File: config.mk
export PLATFORM = sky130hd
export DESIGN_NAME = tone_mixer3
export DESIGN_NICKNAME = d
export VERILOG_FILES = /design/src/rtl/tone_mixer3.sv
export SDC_FILE = /design/constraint.sdc
export NUM_CORES = 1
export LEC_CHECK = 0
export ABC_AREA = 1
export ABC_CLOCK_PERIOD_IN_PS = 7200
export BUFFER_PORTS_ARGS = -buffer_cell sky130_fd_sc_hd__buf_2
export CORE_UTILIZATION = 35
export DETAILED_ROUTE_END_ITERATION = 7
export PLACE_DENSITY = 0.48
export SETUP_SLACK_MARGIN = 0.2
export SLEW_MARGIN = 10
export SYNTH_ARGS = -nofsm -noshare
export SYNTH_HDL_FRONTEND = slang
export SYNTH_SLANG_ARGS = --single-unit
File: constraint.sdc
create_clock -name clk -period 7.2 [get_ports clk]
set_clock_uncertainty 0.15 [all_clocks]
set_input_delay 1.44 -clock clk [delete_from_list [all_inputs] [get_ports clk]]
set_output_delay 1.44 -clock clk [all_outputs]
set_load 0.1 [all_outputs]
File: src/rtl/tone_mixer3.sv
module tone_mixer3 #(
  parameter int NCH      = 3,
  parameter int COARSE_W = 4,
  parameter int VOL_W    = 4
) (
  input  logic             clk,
  input  logic             rst_n,
  input  logic             tick,
  input  logic             wr_en,
  input  logic [3:0]       wr_addr,
  input  logic [7:0]       wr_data,
  input  logic [3:0]       rd_addr,
  output logic [7:0]       rd_data,
  input  logic             noise_in,
  input  logic [VOL_W-1:0] env_lvl,
  output logic [VOL_W-1:0] lvl_a,
  output logic [VOL_W-1:0] lvl_b,
  output logic [VOL_W-1:0] lvl_c
);
  localparam int PER_W = 8 + COARSE_W;
  localparam int LVL_W = VOL_W + 1;

  logic [NCH-1:0][7:0]          fine_q;
  logic [NCH-1:0][COARSE_W-1:0] coarse_q;
  logic [NCH-1:0][LVL_W-1:0]    lvl_q;
  logic [2*NCH-1:0]             mix_q;
  logic [NCH-1:0][PER_W-1:0]    cnt_q;
  logic [NCH-1:0][PER_W-1:0]    per;
  logic [NCH-1:0]               tone_q;
  logic [NCH-1:0]               gate;
  logic [NCH-1:0][VOL_W-1:0]    lvl_o;

  always_ff @(posedge clk or negedge rst_n) begin
    if (!rst_n) begin
      fine_q   <= '0;
      coarse_q <= '0;
      lvl_q    <= '0;
      mix_q    <= '0;
    end else if (wr_en) begin
      for (int i = 0; i < NCH; i++) begin
        if (wr_addr == 4'(2*i))     fine_q[i]   <= wr_data;
        if (wr_addr == 4'(2*i + 1)) coarse_q[i] <= wr_data[COARSE_W-1:0];
        if (wr_addr == 4'(8 + i))   lvl_q[i]    <= wr_data[LVL_W-1:0];
      end
      if (wr_addr == 4'h7) mix_q <= wr_data[2*NCH-1:0];
    end
  end

  always_comb begin
    for (int i = 0; i < NCH; i++) begin
      per[i] = {coarse_q[i], fine_q[i]};
      if (per[i] == '0) per[i] = PER_W'(1);
    end
  end

  always_ff @(posedge clk or negedge rst_n) begin
    if (!rst_n) begin
      cnt_q  <= '0;
      tone_q <= '0;
    end else if (tick) begin
      for (int i = 0; i < NCH; i++) begin
        if (cnt_q[i] >= per[i] - PER_W'(1)) begin
          cnt_q[i]  <= '0;
          tone_q[i] <= ~tone_q[i];
        end else begin
          cnt_q[i] <= cnt_q[i] + PER_W'(1);
        end
      end
    end
  end

  always_comb begin
    for (int i = 0; i < NCH; i++) begin
      gate[i]  = (tone_q[i] | mix_q[i]) & (noise_in | mix_q[NCH+i]);
      lvl_o[i] = !gate[i] ? '0 : (lvl_q[i][VOL_W] ? env_lvl : lvl_q[i][VOL_W-1:0]);
    end
  end

  assign lvl_a = lvl_o[0];
  assign lvl_b = lvl_o[1];
  assign lvl_c = lvl_o[2];

  always_comb begin
    rd_data = 8'h00;
    for (int i = 0; i < NCH; i++) begin
      if (rd_addr == 4'(2*i))     rd_data = fine_q[i];
      if (rd_addr == 4'(2*i + 1)) rd_data = 8'(coarse_q[i]);
      if (rd_addr == 4'(8 + i))   rd_data = 8'(lvl_q[i]);
    end
    if (rd_addr == 4'h7) rd_data = 8'(mix_q);
  end
endmodule


[Yosys cells after proc, flatten, opt, wreduce, memory -nomap -nowiden]
Index checks and enable logic that the tools add are counted.
Word-level totals
  register bits: 96
  input port bits: 25
  output and inout port bits: 20
  word-level logic and storage cells: 95
Cells by class
  $add $sub $neg: 6
  order comparisons: 3
  eq/ne operators: 18
  mux-type cells: 22
  bitwise gates (word level): 12
  reductions and logical operators: 18
Operators with widths (count)
  8-bit 2-to-1 mux: 10
  12-bit 2-to-1 mux: 6
  12-bit by 1-bit adder with 12-bit output (second input constant): 3
  12-bit greater-or-equal comparator: 3
  12-bit zero test: 3
  12-bit by 1-bit subtractor with 12-bit output (second input constant): 3
  2-bit AND reduction: 13
  4-bit by 3-bit equality test with 1-bit output (second input constant): 6
  4-bit equality test (second input constant): 6
  4-bit 2-to-1 mux: 6
  4-bit by 2-bit equality test with 1-bit output (second input constant): 4
  4-bit by 1-bit equality test with 1-bit output (second input constant): 2
  4-bit zero test: 2
  1-bit OR: 6
  1-bit AND: 3
  1-bit inverter: 3

[Logic depth before layout (Yosys ltp)]
  depth in word-level cells: 11
  gate-level depth with buffers: 20
  gate-level depth less buffers: 20

[Least setup slack after synthesis]
OpenSTA, ideal clock, no wires.
  kind: in2out
  start: in rd_addr[2]
  end: out rd_data[6]
  arrival time: 3468 ps
  data required time: 5610 ps
  slack: 2142 ps
  stages on the path: 3
  buffers on the path: 0
  cells stage by stage: nor2_2 > nand3_1 > o221ai_1
Between the ends
  word-level cells in the longest chain between the ends: 11
  elaborated cells between the ends (all ways): 20
  those cells by class: eq/ne: 9; mux: 10; reduce/logical: 1
Ends and longest elaborated chain
  start: declaration: RTL line 12  | input logic [3:0] rd_addr,
  4-bit zero test: RTL line 86  | if (rd_addr == 4'(2*i)) rd_data = fine_q[i];
  8-bit 2-to-1 mux: RTL line 86
  8-bit 2-to-1 mux: RTL line 87  | if (rd_addr == 4'(2*i + 1)) rd_data = 8'(coarse_q[i]);
  8-bit 2-to-1 mux: RTL line 88  | if (rd_addr == 4'(8 + i)) rd_data = 8'(lvl_q[i]);
  8-bit 2-to-1 mux: RTL line 86
  8-bit 2-to-1 mux: RTL line 87
  8-bit 2-to-1 mux: RTL line 88
  8-bit 2-to-1 mux: RTL line 86
  8-bit 2-to-1 mux: RTL line 87
  8-bit 2-to-1 mux: RTL line 88
  8-bit 2-to-1 mux *: RTL line 90  | if (rd_addr == 4'h7) rd_data = 8'(mix_q);
  end: declaration: RTL line 13  | output logic [7:0] rd_data,
Mark *: on every way between the ends. The rest lies on a longest branch, timed or not.

[Final worst setup path]
  start: in rd_addr[0]
  end: out rd_data[7]
The elaborated chain is that of the path after synthesis.

==> qor.txt <==
Comb pwr share -> 39.5%
Pins Over Slew Limit -> 0
Most frequent cell after synthesis -> nand2_1
Setup Fix Bufs, Post-CTS -> 0
Top cells by area, synth -> dfrtp_1 38%, nand2_1 16%, ha_1 8.4%
Critical Path, Cell by Cell -> buf_2 > nor2_1 > nand2_1 > inv_1 > nand2_1 > o221ai_1 > buf_2
Initial DRC count -> 346
Max Freq -> 0.213 GHz
RePlAce Congestion -> 0.836
Worst slew margin -> 43.3%
Final #Nets -> 979
DRT Pass-1 Iters -> 6
Clock share of power -> 23.3%
Yosys top cell by area -> dfrtp_1
Post-Route WL -> 17000 um
Max Cap Viol -> 0
Total nets after synthesis -> 931
Core area -> 0.0174 mm^2
Critical path launch point type -> input pin
Commonest cells post-synth -> 261 x nand2_1, 116 x nor2_1, 96 x dfrtp_1, 89 x inv_1, 67 x o21ai_0
Switching Share -> 44.0%
H-tree levels -> 3
Worst-margin pin slew -> 843 ps
Crit share post-route -> 65.1%
Die Span Y -> 136 um
Max VDD drop -> 0.162 mV
Hold Crit Class -> reg2reg
Root buf cell -> clkbuf_16
Cell internal pwr -> 1.25 mW
Ant. Diodes -> 0
Status -> finished, final reports clean
Initial antenna violation count -> 0
Ports -> 45
Top_reg_cell synth -> dfrtp_1
Post-DP HPWL -> 13000 um
TritonCTS Sinks -> 96
Vias -> 5462
Post-synth EDFFs -> 0
Crit. End Element -> output port
Setup CP Type -> in2out
Worst skew pair latency -> 360 ps
Critical Path Fanout Max -> 8
Area Overhead vs Synth -> 12.5%
Initial core utilization -> 36.1%
Leakage -> 3.55 nW
Share of layout cells above drive strength 1 -> 8.40%
Std cell rows -> 48
Count of state elements after synthesis -> 96
Part of the Yosys area used for sequential elements -> 38.4%
Clock Pin Slew Worst Setup and Hold Paths -> 70 ps
Switch Pwr -> 0.982 mW
Fill cell count -> 1810
Maximum clock path buffer count -> 2
Cts hold-fix bufs -> 0
Final Hold Violating Endpoints -> 0
Synth top area share -> 38.4%
Non-Filler Instances -> 1142
# setup viols final -> 0
Pin count of the biggest net entering global routing -> 51
Power Dens Cells -> 316 mW/mm^2
Post-route DRC -> 0
Total Power -> 2.23 mW
Final Core Density -> 40.6%
Syn. warnings -> 0
All-Layer GR Usage -> 19.7%
CTS tree -> yes
Full die area -> 0.0184 mm^2
Post-Place Cells -> 1126
First-pass GRT wire length -> 27600 um
Die width -> 136 um
RSZ-0062 raised after global routing -> no
Min Tclk post-route -> 4690 ps
Power share of the sequential group -> 37.2%
TritonCTS buffer count -> 9
Drt wl/cell -> 14.9 um
Routed Antenna Nets -> 0
Critical Path Max Stage Delay -> 490 ps
Total congestion overflow -> 0
WP data required -> 5610 ps
Post-Route Setup TNS -> 0 ps
Post-Synthesis Cell Area -> 0.00626 mm^2
CTS resizes -> 0
Vias in the first global route -> 5102
Ys async rst share -> 100%
Syn Area/Cell -> 7.25 um^2
Synth Instances -> 864
Arrival time worst endpoint -> 3100 ps
Port Buffers -> 44
Cell variety after synth -> 36
Vias per inst -> 4.78
Slowest cell on the critical path -> buf_2
area by class of cell:
cell class | count | area (um^2) | area share [%]
multi-input cells | 668 | 3470 | 49.3
flip-flops and latches | 96 | 2400 | 34.1
inverters | 92 | 345 | 4.90
well taps | 225 | 282 | 4.00
clock buffers | 11 | 253 | 3.59
repair buffers | 45 | 230 | 3.27
clock inverters | 5 | 61.3 | 0.870
critical path, delay by kind of cell:
| kind | cells | cell delay, ps |
|---|---|---|
| compound gates | 1 | 120 |
| buf+inv | 3 | 800 |
| simple gates | 3 | 730 |
cell usage in the layout (no fill, tap or decap), drive strengths merged:
cell type and count:
clkinv 3, nor4 1, buf 45, o21a 2
o22ai 4, a211oi 1, nand2 262, and2 2
nand3 41, a21oi 29, and3 1, xor2 27
nor2 123, nand4 22, dfrtp 96, nand3b 4
bufinv 1, o21ai 68, o31ai 2, ha 42
clkbuf 11, nor3 19, o221ai 2, o21bai 2
nor3b 1, xnor2 12, or2 1, inv 93
sequential cells by signal, indices dropped and copies added, names as in the netlist:
name / cells
cnt_q: 36
fine_q: 24
lvl_q: 15
coarse_q: 12
mix_q: 6
tone_q: 3
final timing paths:
kind / startpoint / to / slack, ps / depth (start not counted)
max: rd_addr[0] / rd_data[7] / 2510 / 7
min: fine_q[16] / fine_q[16] / 340 / 2
max reg2reg: fine_q[10] / cnt_q[23] / 3620 / 20
min reg2reg: fine_q[16] / fine_q[16] / 340 / 2
max in group asynchronous: rst_n / coarse_q[10] / 4860 / 2
min in group asynchronous: rst_n / cnt_q[14] / 940 / 1
layer usage:
layer | vias up | routed length [um] | global-route usage (%)
met5 | - | 0 | 0
met4 | 0 | 218 | 5.24
met3 | 16 | 664 | 3.37
met2 | 97 | 7450 | 30.4
met1 | 2449 | 8650 | 28.2
li1 | 2900 | - | -
cells by family (layout without fill, tap and decap cells):
kind of cell | Yosys count | count (layout) | synth area share, %
buffers and inverters | 100 | 153 | 6.18
AOI/OAI and AO/OA | 110 | 110 | 9.27
xor gates and xnor gates | 39 | 39 | 5.46
and+or+nand+nor | 477 | 477 | 32.3
adders and majority gates | 42 | 42 | 8.39
DFF | 96 | 96 | 38.4
power groups by stage:
stage	logic [mW]	clock network (mW)	registers, mW
2_1_floorplan	0.713	0	0.773
3_3_place_gp	0.882	0	0.842
3_5_place_dp	0.884	0	0.837
4_1_cts	0.889	0.539	0.829
5_1_grt	1.02	0.557	0.851
6_report	0.880	0.520	0.829
stage by stage:
stage | cell area [um^2] | hold WS, ps | setup WS, ps
final | 7050 | 342 | 2510
after floorplan | 6260 | 303 | 2140
after global placement | 6730 | 319 | 2500
after detailed placement | 6730 | 325 | 2520
after global routing | 7050 | 366 | 2350
after CTS | 7050 | 342 | 2520
Note: power is estimated with default switching activity, not from simulation.
